<file path="config.mk">
export PLATFORM = sky130hd
export DESIGN_NAME = sqwave_synth
export DESIGN_NICKNAME = d
export VERILOG_FILES = /design/src/rtl/sqgen_pkg.sv /design/src/rtl/sqgen_prescale.sv /design/src/rtl/sqgen_accum.sv /design/src/rtl/sqgen_pinmux.sv /design/src/rtl/sqwave_synth.sv
export SDC_FILE = /design/constraint.sdc
export NUM_CORES = 1
export LEC_CHECK = 0
export BUFFER_PORTS_ARGS = -buffer_cell sky130_fd_sc_hd__clkbuf_2
export CELL_PAD_IN_SITES_DETAIL_PLACEMENT = 0
export CELL_PAD_IN_SITES_GLOBAL_PLACEMENT = 1
export CORE_MARGIN = 2
export CORE_UTILIZATION = 35
export DETAILED_ROUTE_END_ITERATION = 12
export HOLD_SLACK_MARGIN = 0.02
export PLACE_DENSITY = 0.89
export SLEW_MARGIN = 20
export SYNTH_ARGS = -nofsm -noshare
export SYNTH_HDL_FRONTEND = slang
export SYNTH_HIERARCHICAL = 1
export SYNTH_SLANG_ARGS = --single-unit
</file>
<file path="constraint.sdc">
create_clock -name clk -period 2.2 [get_ports clk]
set_clock_uncertainty 0.15 [all_clocks]
set_input_delay 0.11 -clock clk [delete_from_list [all_inputs] [get_ports clk]]
set_output_delay 0.11 -clock clk [all_outputs]
set_load 0.1 [all_outputs]
</file>
<file path="src/rtl/sqgen_pkg.sv">
package sqgen_pkg;

  parameter int unsigned SEL_W = 3;
  localparam int unsigned DIV_W = (1 << SEL_W) - 1;

  // Reference rate in Hz for a divide-by-2^sel of the base clock
  function automatic int unsigned ref_rate(input int unsigned base_hz,
                                           input logic [SEL_W-1:0] sel);
    return base_hz >> sel;
  endfunction

  // Low-order ones mask: an enable fires when the divider count matches it
  function automatic logic [DIV_W-1:0] div_mask(input logic [SEL_W-1:0] sel);
    logic [DIV_W-1:0] m;
    m = '0;
    for (int i = 0; i < DIV_W; i++) begin
      if (i < int'(sel)) m[i] = 1'b1;
    end
    return m;
  endfunction

endpackage

</file>
<file path="src/rtl/sqgen_prescale.sv">
module sqgen_prescale
  import sqgen_pkg::*;
(
  input  logic             clk,
  input  logic             rst_n,
  input  logic             restart,
  input  logic             run,
  input  logic [SEL_W-1:0] sel,
  output logic             tick
);

  logic [DIV_W-1:0] cnt_q;
  logic [DIV_W-1:0] mask;

  assign mask = div_mask(sel);
  assign tick = run && ((cnt_q & mask) == mask);

  always_ff @(posedge clk) begin
    if (!rst_n)                cnt_q <= '0;
    else if (restart || !run)  cnt_q <= '0;
    else                       cnt_q <= cnt_q + 1'b1;
  end

  // with k > 0 two enables are never adjacent
  a_r2_tick_spacing: assert property (@(posedge clk) disable iff (!rst_n)
    (tick && sel != '0 && !restart) |=> !tick);

endmodule

</file>
<file path="src/rtl/sqgen_accum.sv">
module sqgen_accum #(
  parameter int unsigned TUNE_W = 16
) (
  input  logic              clk,
  input  logic              rst_n,
  input  logic              clear,
  input  logic              step,
  input  logic [TUNE_W-1:0] tune,
  output logic              msb
);

  logic [TUNE_W-1:0] acc_q;

  always_ff @(posedge clk) begin
    if (!rst_n)      acc_q <= '0;
    else if (clear)  acc_q <= '0;
    else if (step)   acc_q <= acc_q + tune;
  end

  assign msb = acc_q[TUNE_W-1];

  // a zero tuning word never lifts the output
  a_r4_zero_tune_low: assert property (@(posedge clk) disable iff (!rst_n)
    (!clear && tune == '0 && !msb) |=> !msb);

endmodule

</file>
<file path="src/rtl/sqgen_pinmux.sv">
module sqgen_pinmux #(
  parameter int unsigned NUM_PINS = 4
) (
  input  logic                wave,
  input  logic [NUM_PINS-1:0] clk_mode,
  output logic [NUM_PINS-1:0] pins
);

  for (genvar i = 0; i < NUM_PINS; i++) begin : g_pin
    assign pins[i] = wave & clk_mode[i];
  end

endmodule

</file>
<file path="src/rtl/sqwave_synth.sv">
module sqwave_synth
  import sqgen_pkg::*;
#(
  parameter int unsigned NUM_PINS = 4,
  parameter int unsigned BASE_HZ  = 20_000_000,
  parameter int unsigned TUNE_W   = 16,
  localparam int unsigned REF_W   = $clog2(BASE_HZ + 1)
) (
  input  logic                clk,
  input  logic                rst_n,
  input  logic                cfg_we,
  input  logic [TUNE_W-1:0]   cfg_tune,
  input  logic [SEL_W-1:0]    cfg_sel,
  input  logic                off_req,
  input  logic [NUM_PINS-1:0] pin_clk_mode,
  output logic [TUNE_W-1:0]   rd_tune,
  output logic [SEL_W-1:0]    rd_sel,
  output logic [REF_W-1:0]    rd_ref_hz,
  output logic                rd_running,
  output logic [NUM_PINS-1:0] wave_pins
);

  logic [TUNE_W-1:0] tune_q;
  logic [SEL_W-1:0]  sel_q;
  logic              running_q;

  // Named internal events
  logic wr_take;
  logic restart;
  logic adv_tick;
  logic acc_msb;
  logic wave;

  assign wr_take = cfg_we && !off_req;
  assign restart = wr_take || off_req;

  always_ff @(posedge clk) begin
    if (!rst_n) begin
      tune_q    <= '0;
      sel_q     <= '0;
      running_q <= 1'b0;
    end else if (off_req) begin
      running_q <= 1'b0;
    end else if (cfg_we) begin
      tune_q    <= cfg_tune;
      sel_q     <= cfg_sel;
      running_q <= 1'b1;
    end
  end

  sqgen_prescale u_prescale (
    .clk     (clk),
    .rst_n   (rst_n),
    .restart (restart),
    .run     (running_q),
    .sel     (sel_q),
    .tick    (adv_tick)
  );

  sqgen_accum #(.TUNE_W(TUNE_W)) u_accum (
    .clk   (clk),
    .rst_n (rst_n),
    .clear (restart || !running_q),
    .step  (adv_tick),
    .tune  (tune_q),
    .msb   (acc_msb)
  );

  assign wave = acc_msb && running_q;

  sqgen_pinmux #(.NUM_PINS(NUM_PINS)) u_pinmux (
    .wave     (wave),
    .clk_mode (pin_clk_mode),
    .pins     (wave_pins)
  );

  assign rd_tune    = tune_q;
  assign rd_sel     = sel_q;
  assign rd_ref_hz  = REF_W'(ref_rate(BASE_HZ, sel_q));
  assign rd_running = running_q;

  // off silences all pins and clears the running flag at the next edge
  a_r6_off_silences: assert property (@(posedge clk) disable iff (!rst_n)
    off_req |=> (wave_pins == '0 && !rd_running));

  // a write colliding with off is discarded
  a_r7_off_beats_write: assert property (@(posedge clk) disable iff (!rst_n)
    (off_req && cfg_we) |=> ($stable(rd_tune) && $stable(rd_sel)));

  // accepted write is visible at the next edge
  a_r8_readback: assert property (@(posedge clk) disable iff (!rst_n)
    wr_take |=> (rd_tune == $past(cfg_tune) && rd_sel == $past(cfg_sel) && rd_running));

  // a write restarts the phase, so the wave is low just after it
  a_r5_write_restarts: assert property (@(posedge clk) disable iff (!rst_n)
    wr_take |=> (wave_pins == '0));

endmodule

</file>
# --- Word-level counts from Yosys, hierarchy flattened ---
# Cells that the tools add are included.
classes:
  add_sub_neg: 2
  magnitude_cmp: 7
  eq_ne: 1
  shifts: 1
  mux: 7
  n_bitwise: 7
  n_reduce_logical: 10
op_table:
  columns: ["operator", "count"]
  rows:
  - ["$shr A25 B3 Y25 const A", 1]
  - ["$add A16 B16 Y16", 1]
  - ["$lt A3 B3 Y1 const A", 3]
  - ["$add A7 B1 Y7 const B", 1]
  - ["$and A7 B7 Y7", 1]
  - ["$eq A7 B7 Y1", 1]
  - ["$mux W1", 7]
  - ["$lt A1 B3 Y1 const A", 2]
  - ["$lt A2 B3 Y1 const A", 2]
  - ["$and A1 B1 Y1", 4]
  - ["$reduce_or A2 Y1", 2]
  - ["$logic_and A1 B1 Y1", 3]
  - ["$logic_not A1 Y1", 2]
  - ["$logic_or A1 B1 Y1", 2]
  - ["$not A1 Y1", 2]
  - ["$reduce_and A2 Y1", 1]
totals:
  regBits: 43
  in_bits: 27
  output_inout_bits: 49
  wordCells: 40

# --- Longest topological paths before layout ---
logic_depth:
  ltp_word: 5
  ltp_mapped: 10
  mapped_depth_nobuf: 9

# --- By module ---
# Netlist, hierarchy kept.
by_module_without_submodules:
  columns: ["module", "instances", "cells_per_inst", "area_each_um2", "seq_area_each_um2"]
  rows:
  - ["sqgen_accum", 1, 161, 1318.8, 320.3]
  - ["sqwave_synth", 1, 136, 1118.6, 400.4]
  - ["sqgen_prescale", 1, 39, 327.8, 140.1]
  - ["sqgen_pinmux", 1, 4, 25.0, 0.0]

# --- Least setup slack after synthesis ---
# Ideal clock, no wire load.
synth_timing:
  path_kind: "flip-flop to output port"
  from: "register sel_q[1], in the netlist rd_sel[1]"
  to: "output port rd_ref_hz[17]"
  arrival_ns: 4.024
  t_required_ns: 1.940
  slack_ns: -2.084
  stages_incl_launch_ff: 5
  path_buffers: 0
  path_cell_list: "dfxtp_1 inv_1 ha_1 nand2_1 a21boi_0"
synth_via:
  elab_chain_len: 1
synth_lines:
  columns: ["element", "line_no", "text"]
  rows:
  - ["start: declaration", "sqwave_synth.sv:24", "logic [SEL_W-1:0] sel_q;"]
  - ["start signal: assignment", "sqwave_synth.sv:46", "sel_q <= cfg_sel;"]
  - ["$shr A25 B3 Y25", "sqgen_pkg.sv:9", "return base_hz >> sel;"]
  - ["end: declaration", "sqwave_synth.sv:18", "output logic [REF_W-1:0] rd_ref_hz,"]
# Every way passes these cells.

# --- Worst setup path in the final report ---
layout_timing:
  from: "register tune_q[0], in the netlist rd_tune[0]"
  to: "register u_accum.acc_q[14]"
layout_via:
  elab_chain_len: 1
layout_lines:
  columns: ["element", "line_no", "text"]
  rows:
  - ["start: declaration", "sqwave_synth.sv:23", "logic [TUNE_W-1:0] tune_q;"]
  - ["start signal: assignment", "sqwave_synth.sv:45", "tune_q <= cfg_tune;"]
  - ["$add A16 B16 Y16", "sqgen_accum.sv:17", "else if (step) acc_q <= acc_q + tune;"]
  - ["end signal: assignment", "sqgen_accum.sv:17", null]
  - ["end: declaration", "sqgen_accum.sv:12", "logic [TUNE_W-1:0] acc_q;"]
# Every way passes these cells.
# A chain may end at the register's enable or synchronous reset.

==> metrics.md <==
| Metric | Value |
|---|---|
| Slew @ Worst Pin | `0.675 ns` |
| Top-area cell type share of the netlist area | `0.309` |
| Sequential power share | `0.396` |
| Startpoint Class | `flip-flop` |
| Xor and xnor fraction of the mapped netlist area | `0.0439` |
| R2R cell count | `8` |
| Peak supply drop | `about 0.00040 V` |
| Cell internal pwr | `around 1.2 mW` |
| Failing checks | `negative setup slack` |
| WP data arrival | `roughly 2.3 ns` |
| Fraction of power spent switching nets | `0.411` |
| Syn_nets | `390` |
| CP peak stage delay | `between 0.3 and 0.4 ns` |
| CTS buffer count | `5` |
| Sum Neg Setup Slack | `-0.0524 ns` |
| Initial antenna violation count | `0` |
| Clock Tree Buf Depth | `2` |
| Largest family of logic cells by synthesized area | `simple AND/OR/NAND/NOR gates` |
| RSZ-0062 raised after global routing | `true` |
| H-tree depth | `2` |
| Psw | `between 0.8 and 0.9 mW` |
| Seq/Total Area, Yosys | `0.309` |
| TritonCTS clock tree | `done` |
| Share of cells above drive strength 1 | `0.356` |
| Mean area per synthesized cell | `8.21 µm²` |
| Largest net degree at the start of global routing | `25` |
| Initial Utilization | `0.361` |
| Maxcap violations | `0` |
| Placed wire-length estimate | `between 5 and 6 mm` |
| Mux share of post-synthesis cell area | `0.104` |
| Synth Area in Simple Gates | `0.220` |
| Leak | `1.73 nW` |
| Yosys reg bits | `43` |
| Fmax | `444 MHz` |
| Die W | `93.3 µm` |
| All-Layer GR Usage | `0.161` |
| Residual DRC count | `0` |
| Worst-Skew Late Latency | `approximately 0.30 ns` |
| Area growth from synthesis to layout | `43.1%` |
| Area contributors post-synth | `dfxtp_1 31%, mux2i_1 10%, ha_1 9.9%` |
| Placer Congestion | `just under 0.9` |
| Hold Violations, Final | `0` |
| Post-synthesis compound-gate area fraction | `0.153` |
| Cells after Synth | `340` |
| Port Buffers | `between 70 and 80` |
| Yosys warning total | `6` |
| Post-synth EDFFs | `0` |
| Ys async rst share | `0` |
| DRT iter0 DRCs | `between 100 and 150` |
| Drt wl/cell | `between 10 and 15 µm` |
| Kind of critical path | `flip-flop to flip-flop` |
| First-pass GRT wire length | `roughly 11 mm` |
| Die area | `between 8000 and 9000 µm²` |
| Comb pwr share | `0.363` |
| Crit path required time | `around 2.2 ns` |
| Hold Path Class | `primary input to flip-flop` |
| Diode count | `0` |
| Placed insts | `just over 500` |
| Core Box Area | `between 7000 and 8000 µm²` |
| Vias/cell | `between 4 and 5` |
| Post-DRT Antenna Nets | `0` |
| Row count | `32` |
| Root buf cell | `clkbuf_8` |
| Power Density | `around 510 nW/µm²` |
| Final WS setup | `-0.0498 ns` |
| DR pass1 iterations | `4` |
| Die height | `slightly above 90 µm` |
| Final min period | `~2.2 ns` |
| Status | `finished, violations left` |
| Filler cells | `~710` |
| Clk pwr share | `0.241` |
| Largest fanout on the critical path | `3` |
| Worst slew margin | `0.550` |
| Synth Area in Adders | `0.106` |
| Hold depth | `3` |
| Layout Cells excl Fill | `between 500 and 600` |
| Cells along the critical path | `ha_4, fa_2, a21oi_4, o21ai_4, a21oi_2, o311ai_2, and4_1, a311o_1` |
| Yosys cell types | `49` |
| Final setup viols | `2` |
| Nets | `490` |
| Period utilisation layout | `1.02` |
| Worst slack, placed | `-0.0309 ns` |
| CP endpoint kind | `flip-flop` |
| Largest area contributor in the netlist | `dfxtp_1` |
| Clock sinks | `43` |
| DR vias | `2674` |
| Final Max Tran Viols | `0` |
| Drt total wl | `just under 7 mm` |
| Worst-path clk slew | `about 0.090 ns` |
| Grt total ovfl | `0` |
| Cell area after synthesis | `approximately 2800 µm²` |
| Primary FF master, synth | `dfxtp_1` |
| Vias in the first global route | `~2600` |
| I/O pin count | `76` |
| CP max stage cell | `fa_2` |
## stage by stage
step | power [mW] | hold WS (ns) | utilization | cell area (µm²)
3_5_place_dp | 1.55 | 0.187 | 0.470 | 3630
6_report | 2.05 | 0.131 | 0.517 | 3990
3_3_place_gp | 1.54 | 0.178 | 0.470 | 3630
4_1_cts | 2.07 | 0.133 | 0.508 | 3930
2_1_floorplan | 1.41 | 0.0287 | - | 3070
5_1_grt | 2.15 | 0.189 | 0.517 | 3990
## flip-flops by register name, summed over array words and instances, names as in the netlist
signal / cells
rd_tune: 16
rd_running: 1
u_accum/acc_q: 16
rd_sel: 3
u_prescale/cnt_q: 7
## cells by family (layout without fill, tap and decap cells)
family,count (synthesis),in the layout
simple gates,133,133
compound gates,64,64
flops,43,43
buf+inv,33,134
mux,29,29
fa+ha+maj,23,23
xor+xnor,14,14
other cells,1,1
## worst max-delay path, delay by kind of cell (launching register included)
kind	cells	cell delay, ns
flip-flops	1	0.36
AND/OR/NAND/NOR	1	0.21
AO/OA/AOI/OAI	5	0.88
adder cells (fa/ha/maj)	2	0.55
## power by group through the flow
stage	clock, mW	sequential [mW]	combinational (mW)
detailed placement	0	0.832	0.718
CTS	0.513	0.813	0.748
global route	0.549	0.817	0.781
global placement	0	0.830	0.711
finish	0.494	0.812	0.746
floorplan	0	0.962	0.447
## cell usage after synthesis, types with 4 or more instances
master	instances
a21oi_1	14
nand3_1	5
nand4_1	4
o21ai_0	18
ha_1	22
buf_2	4
clkbuf_1	8
nand2_1	63
nor3_1	4
dfxtp_1	43
nand3b_1	5
a21o_1	7
mux2i_1	28
nor2b_1	4
and2_1	6
xnor2_1	6
inv_1	13
xor2_1	8
nor2_1	29
## area by class of cell
class	instances	area, µm²	area share
Multi-Input combinational cell	264	2000	0.502
Sequential cell	43	926	0.232
Timing Repair Buffer	112	801	0.201
Tap cell	102	128	0.0320
Clock buffer	7	76.3	0.0191
Inverter	14	52.6	0.0132
Clock inverter	1	5.00	0.00125
## worst paths after layout
check | startpoint | to | slack [ns]
worst max-delay path | rd_tune[0] | u_accum/acc_q[14] | -0.05
worst min-delay path | rst_n | rd_tune[8] | 0.13
worst max register to register | rd_tune[0] | u_accum/acc_q[14] | -0.05
worst min register to register | u_accum/acc_q[10] | u_accum/acc_q[10] | 0.32
## placed cells by master, fill, tap and decap left out, types with 4 or more instances in the layout
cell type / Yosys / final
clkbuf_2: 1 / 67
mux2i_1: 28 / 27
clkbuf_8: 0 / 5
o21ai_2: 0 / 7
nor2_1: 29 / 24
xnor2_1: 6 / 6
nand4_1: 4 / 4
ha_4: 0 / 5
inv_1: 13 / 13
dfxtp_4: 0 / 17
dfxtp_1: 43 / 25
a21o_1: 7 / 6
dlygate4sd3_1: 0 / 21
and2_1: 6 / 6
buf_4: 3 / 18
xor2_1: 8 / 7
ha_1: 22 / 16
o21ai_0: 18 / 9
nand3_1: 5 / 5
nand2_1: 63 / 61
buf_12: 2 / 6
nand3b_1: 5 / 5
a21oi_1: 14 / 10
## metal layers
metal  vias to the layer above  track usage  share of wire
met5                         -            0              0
met4                         0       0.0466          0.011
met2                        71        0.285           0.49
met3                         6       0.0250          0.051
li1                       1366            -              -
met1                      1231        0.201           0.45
## what timing repair did
item                                   CTS  global route
setup endpoints to repair                2             5
hold buffers                            21             0
pin swaps                                0             5
buffers inserted                         0             3
endpoints found under the hold margin   20             0
gates resized for setup                  1             7
(Power assumes the default switching activity.)
